[src/rtl/sio_cfg_port.sv]
module sio_cfg_port #(
  parameter logic [15:0] BASE_ADDR    = 16'h002E,
  parameter logic [7:0]  DEV_ID       = 8'h4D,
  parameter logic [7:0]  DEV_REV      = 8'h01,
  parameter int          NUM_LDN      = 16,
  parameter int          MBX_LDN      = 9,
  parameter logic [15:0] MBX_RST_BASE = 16'h0A00
) (
  input  logic        clk,
  input  logic        rst_n,
  input  logic [15:0] io_addr,
  input  logic        io_wr,
  input  logic        io_rd,
  input  logic [7:0]  io_wdata,
  output logic [7:0]  io_rdata,
  output logic        mbx_en,
  output logic [15:0] mbx_base
);
  localparam int          LW      = $clog2(NUM_LDN);
  localparam logic [8:0]  NUM9    = 9'(NUM_LDN);
  localparam logic [7:0]  KEY_ON  = 8'h55;
  localparam logic [7:0]  KEY_OFF = 8'hAA;
  localparam logic [7:0]  IX_SEL  = 8'h07;
  localparam logic [7:0]  IX_ID   = 8'h20;
  localparam logic [7:0]  IX_REV  = 8'h21;
  localparam logic [7:0]  IX_EN   = 8'h30;
  localparam logic [7:0]  IX_HI   = 8'h60;
  localparam logic [7:0]  IX_LO   = 8'h61;

  logic             unlocked;
  logic [7:0]       idx_q;
  logic [7:0]       sel_q;
  logic             en_q [NUM_LDN];
  logic [7:0]       hi_q [NUM_LDN];
  logic [7:0]       lo_q [NUM_LDN];

  wire hit_idx = (io_addr == BASE_ADDR);
  wire hit_dat = (io_addr == BASE_ADDR + 16'd1);
  wire sel_ok  = ({1'b0, sel_q} < NUM9);
  wire [LW-1:0] bank = sel_q[LW-1:0];
  wire dat_wr  = io_wr && hit_dat && unlocked;

  always_ff @(posedge clk) begin
    if (!rst_n) begin
      unlocked <= 1'b0;
      idx_q    <= 8'h00;
      sel_q    <= 8'h00;
      for (int i = 0; i < NUM_LDN; i++) begin
        en_q[i] <= 1'b0;
        hi_q[i] <= (i == MBX_LDN) ? MBX_RST_BASE[15:8] : 8'h00;
        lo_q[i] <= (i == MBX_LDN) ? MBX_RST_BASE[7:0]  : 8'h00;
      end
    end else begin
      if (io_wr && hit_idx) begin
        if (!unlocked) begin
          if (io_wdata == KEY_ON) unlocked <= 1'b1;
        end else if (io_wdata == KEY_OFF) begin
          unlocked <= 1'b0;
        end else begin
          idx_q <= io_wdata;
        end
      end
      if (dat_wr) begin
        if (idx_q == IX_SEL) sel_q <= io_wdata;
        if (sel_ok) begin
          if (idx_q == IX_EN) en_q[bank] <= io_wdata[0];
          if (idx_q == IX_HI) hi_q[bank] <= io_wdata;
          if (idx_q == IX_LO) lo_q[bank] <= io_wdata;
        end
      end
    end
  end

  logic [7:0] reg_val;
  always_comb begin
    reg_val = 8'h00;
    case (idx_q)
      IX_SEL: reg_val = sel_q;
      IX_ID:  reg_val = DEV_ID;
      IX_REV: reg_val = DEV_REV;
      IX_EN:  if (sel_ok) reg_val = {7'b0, en_q[bank]};
      IX_HI:  if (sel_ok) reg_val = hi_q[bank];
      IX_LO:  if (sel_ok) reg_val = lo_q[bank];
      default: reg_val = 8'h00;
    endcase
  end

  always_comb begin
    io_rdata = 8'h00;
    if (io_rd) begin
      if (hit_idx)      io_rdata = unlocked ? idx_q : 8'hFF;
      else if (hit_dat) io_rdata = unlocked ? reg_val : 8'hFF;
    end
  end

  assign mbx_en   = en_q[MBX_LDN];
  assign mbx_base = {hi_q[MBX_LDN], lo_q[MBX_LDN]};
endmodule


[config.mk]
export PLATFORM = sky130hd
export DESIGN_NAME = sio_cfg_port
export DESIGN_NICKNAME = d
export VERILOG_FILES = /design/src/rtl/sio_cfg_port.sv
export SDC_FILE = /design/constraint.sdc
export NUM_CORES = 1
export LEC_CHECK = 0
export BUFFER_PORTS_ARGS = -buffer_cell sky130_fd_sc_hd__buf_2
export CAP_MARGIN = 20
export CORE_MARGIN = 3
export CORE_UTILIZATION = 40
export CTS_CLUSTER_SIZE = 16
export DETAILED_ROUTE_END_ITERATION = 8
export SETUP_SLACK_MARGIN = 0.2
export SLEW_MARGIN = 20
export SYNTH_ARGS = -nofsm -noshare
export SYNTH_HDL_FRONTEND = slang
export SYNTH_SLANG_ARGS = --single-unit
[constraint.sdc]
create_clock -name clk -period 3.3 [get_ports clk]
set_input_delay 0.825 -clock clk [delete_from_list [all_inputs] [get_ports clk]]
set_output_delay 0.825 -clock clk [all_outputs]
set_load 0.03 [all_outputs]
* After elaboration in Yosys (flattened, before gate mapping) *
Memory sizes are Yosys's and may differ from the RTL's. A register that Yosys moved wholly into a read port is not among the register bits.
Cells that the tools add are included.

storage, ports and cells
  register bits after elaboration = 17
  bits in latches = 0
  RAM bits = 272
  ROM bits = 0
  output and inout bits = 25
  logic and storage cells = 69
  memories kept = 3

memory list
  name  words  width  rd ports  clocked after memory_dff  write ports  line  source
  hi_q  16     8      2         1                         16           34    logic [7:0] hi_q [NUM_LDN];
  lo_q  16     8      2         1                         16           35    logic [7:0] lo_q [NUM_LDN];
  en_q  16     1      2         1                         16           33    logic en_q [NUM_LDN];

operators by class
  add/sub/neg operators = 0
  multipliers = 0
  div/mod/pow operators = 0
  order comparisons = 1
  eq/ne operators = 10
  shift-type cells = 0
  muxes and demuxes = 43
  bitwise logic cells = 1
  reduce and logical (&&, ||, !) cells = 8

operators with widths
  kind                                                                          count
  8-bit two-way mux                                                             9
  8-bit one-hot mux with 6 select lines                                         1
  4-bit two-way mux                                                             9
  16-bit by 6-bit == test with 1-bit output, second input constant              2
  8-bit by 6-bit == test with 1-bit output, second input constant               3
  8-bit by 7-bit == test with 1-bit output, second input constant               3
  1-bit two-way mux                                                             24
  8-bit OR reduction                                                            2
  8-bit by 3-bit == test with 1-bit output, second input constant               1
  8-bit == test, second input constant                                          1
  8-bit by 5-bit less-than comparator with 1-bit output, second input constant  1
  1-bit logical AND                                                             3
  3-bit AND reduction                                                           1
  2-bit AND reduction                                                           1
  1-bit NOT                                                                     1
  1-bit OR reduction                                                            1

* Logic depth before layout (Yosys ltp) *
  depth in word-level cells = 8
  gate-level depth with buffers = 10

* Worst setup path before layout *
Ideal clock, no wire load.

  path type = input-to-output
  from = input io_addr[13]
  to = output io_rdata[0]
  arrival = 2.702 ns
  data required time = 2.475 ns
  setup slack = -0.227 ns
  stages on the path = 6
  cell sequence = nor4b_1 nand4_1 buf_2 o21ai_1 a211oi_1 a221oi_1

on the way
  cells in the longest elaborated chain, start to end = 4
  elaborated cells between the ends (all ways) = 5
  those cells by class = eq/ne (2); mux (3)

RTL lines
  item                                       line  source
  start, declared                            11    input logic [15:0] io_addr,
  16-bit by 6-bit == test with 1-bit output  38    wire hit_dat = (io_addr == BASE_ADDR + 16'd1);
  8-bit two-way mux                          92    else if (hit_dat) io_rdata = unlocked ? reg_val : 8'hFF;
  8-bit two-way mux (*)                      91    if (hit_idx) io_rdata = unlocked ? idx_q : 8'hFF;
  8-bit two-way mux (*)                      90    if (io_rd) begin
  end, declared                              15    output logic [7:0] io_rdata,

Mark *: on every way between the ends. The rest lies on a longest branch, timed or not.

==> metrics <==
n_diodes=0; Synth Cell Area=0.01422 sq mm; number of H-tree levels=2; IO buf count=52; post-synth top area cell=edfxtp_1; final setup violation count=8; Cell Count, Final, Fillers Out=1575; dpl ws=0.02819 ns; synth top area cells=edfxtp_1, mux4_2, and2_1; Slew Limit Fails=0; Worst Hold Class=reg2reg; failing checks=negative setup slack; commonest cells in the netlist=edfxtp_1, and2_1, mux4_2; residual DRC count=0; CTS Buf Count=34; DRT iter0 DRCs=826; fin crit share=111.0%; FILL cells=2953; Slew HR=32.23%; status=finished with violations; hold buffer count at cts=0; Synth Instances=995; Net Count, Synth=1023; Synth Area per Inst=14.29 sq um; antenna violations before repair=2; critical path arrival=2.84 ns; PnR worst setup slack=-0.3627 ns; RSZ-0062 raised after global routing=yes; Tot GR Track Use=19.81%; CTS tree=built; DPL Wire Length=24840 microns; 1st-pass router iterations=5; Routed Wire Length=37690 microns; Ys Warns=0; EDFF count, synth=256; Peak supply drop=0.4156 mV; crit start category=flop; first-pass GRT wire length=56720 microns; grt ovf=0; worst slew pin tran=1.017 ns; Final #Nets=1123; vias in the first global route=8809; max frequency=0.2730 GHz; LEAKAGE=5.720 nW; dpl cells=1505; via count=8610; CP Class=reg2out; power per cell area=486.5 mW/mm^2; worst-skew pair later-pin latency=0.51 ns; Reg clk slew, reported paths=0.07 ns; CTS root buf=clkbuf_16; Layout Skew=0.01892 ns; Yosys top cell area share=54.07%; setup_tns=-2.092 ns; sequential share of the synthesized area=59.27%; Initial Util=40.86%; Area Growth Syn to Fin=18.41%; Num Clock Sinks=293; total die area=0.03785 sq mm; Vias/cell=5.467; DR WL/cell=23.93 microns; # rows=68; async set-reset flop share out of synthesis=0%; chip height=194.5 microns; final core occ=48.38%; Netlist cell types=57; Critical Path Fanout Max=7; Final GP Congestion=0.9046; minimum clock period=3.663 ns; Core Region=0.03480 sq mm; #FFs+latches synth=293; endpoints failing hold=0; Setup crit end kind=output pin; share of cells above drive strength 1=30.36%; most common flop cell mapped by yosys=edfxtp_1; required time of the critical path=2.47 ns; CTS max path bufs=3; most common cell in the netlist=edfxtp_1; die width=194.5 microns; IO Count=53; Final ANT Viol Nets=0; largest net degree at the start of global routing=52; Max Cap Violations=0
[layout make-up]
type | instances | area (sq um) | area share (%)
Inverter | 1 | 3.754 | 0.02229
Clock inverter | 18 | 115.1 | 0.6837
Sequential cell | 293 | 8441 | 50.13
Clock buffer | 43 | 948.4 | 5.633
Multi-Input combinational cell | 626 | 5628 | 33.43
Tap cell | 455 | 569.3 | 3.381
Timing Repair Buffer | 139 | 1131 | 6.718
[through the flow]
stage	cell area (sq um)	power, mW	hold WS, ns
after floorplan	14270	4.474	0.5140
after global placement	15410	4.653	0.5390
after detailed placement	15410	4.657	0.5512
after CTS	16660	8.244	0.5576
after global routing	16840	8.439	0.5977
final	16840	8.191	0.5581
[per-layer routing]
layer	track usage [%]	vias up	wire, microns
li1	-	3918	-
met1	29.47	4330	17170
met2	30.33	307	17150
met3	3.519	53	2561
met4	5.027	2	806
met5	0	-	13
[worst max-delay path, stage by stage, from the launching register on]
cell	delay, ns
dfxtp_4	0.41
buf_8	0.16
mux4_2	0.52
mux4_2	0.53
and2_4	0.20
o31ai_4	0.25
a21oi_2	0.10
buf_6	0.17
[layout by cell type, fill, tap and decap left out, types with 6 or more instances in the layout]
cell,instances
nor2b_1,21
mux2i_1,31
clkbuf_1,6
edfxtp_1,256
nand2b_1,38
nor2_1,9
and2_1,254
mux4_2,71
clkinv_2,9
buf_2,45
dfxtp_1,33
buf_4,74
clkbuf_16,39
o211ai_1,6
clkinv_1,6
a21oi_1,21
nor3_2,33
nand2_1,25
a21oi_2,7
buf_12,9
a31o_1,16
[cells by family (layout without fill, tap and decap cells)]
group,Yosys count,in the layout,share of synthesized area (%)
buf+inv,76,201,2.367
mux,112,112,14.19
compound gates,75,75,3.485
flops,293,293,59.27
simple gates,439,439,20.69
[flip-flops by register name, summed over array words and instances, names as in the netlist, named ones only]
register / cells
hi_q: 128
en_q: 16
idx_q: 8
unlocked: 1
sel_q: 8
lo_q: 128
[final timing paths]
path | from | slack [ns] | to | cells after the start
min | sel_q[6]$_SDFFE_PN0P_ | 0.56 | sel_q[6]$_SDFFE_PN0P_ | 2
max reg2reg | sel_q[7]$_SDFFE_PN0P_ | 0.47 | hi_q[4][5]$_SDFFCE_PN0P_ | 6
min reg2reg | sel_q[6]$_SDFFE_PN0P_ | 0.56 | sel_q[6]$_SDFFE_PN0P_ | 2
max | flop | -0.36 | io_rdata[4] | 7
[power by group]
group	internal, mW	switching (mW)	total, mW
logic	0.107	0.237	0.344
registers	4.18	0.0596	4.24
clock network	2.12	1.49	3.61
[timing repair]
| action | CTS | global route |
|---|---|---|
| gates cloned | 0 | 2 |
| endpoints found under the setup margin | 8 | 8 |
| setup buffers | 6 | 1 |
| pin swaps | 9 | 8 |
| resized for setup | 27 | 34 |
Note: power is estimated with default switching activity, not from simulation.
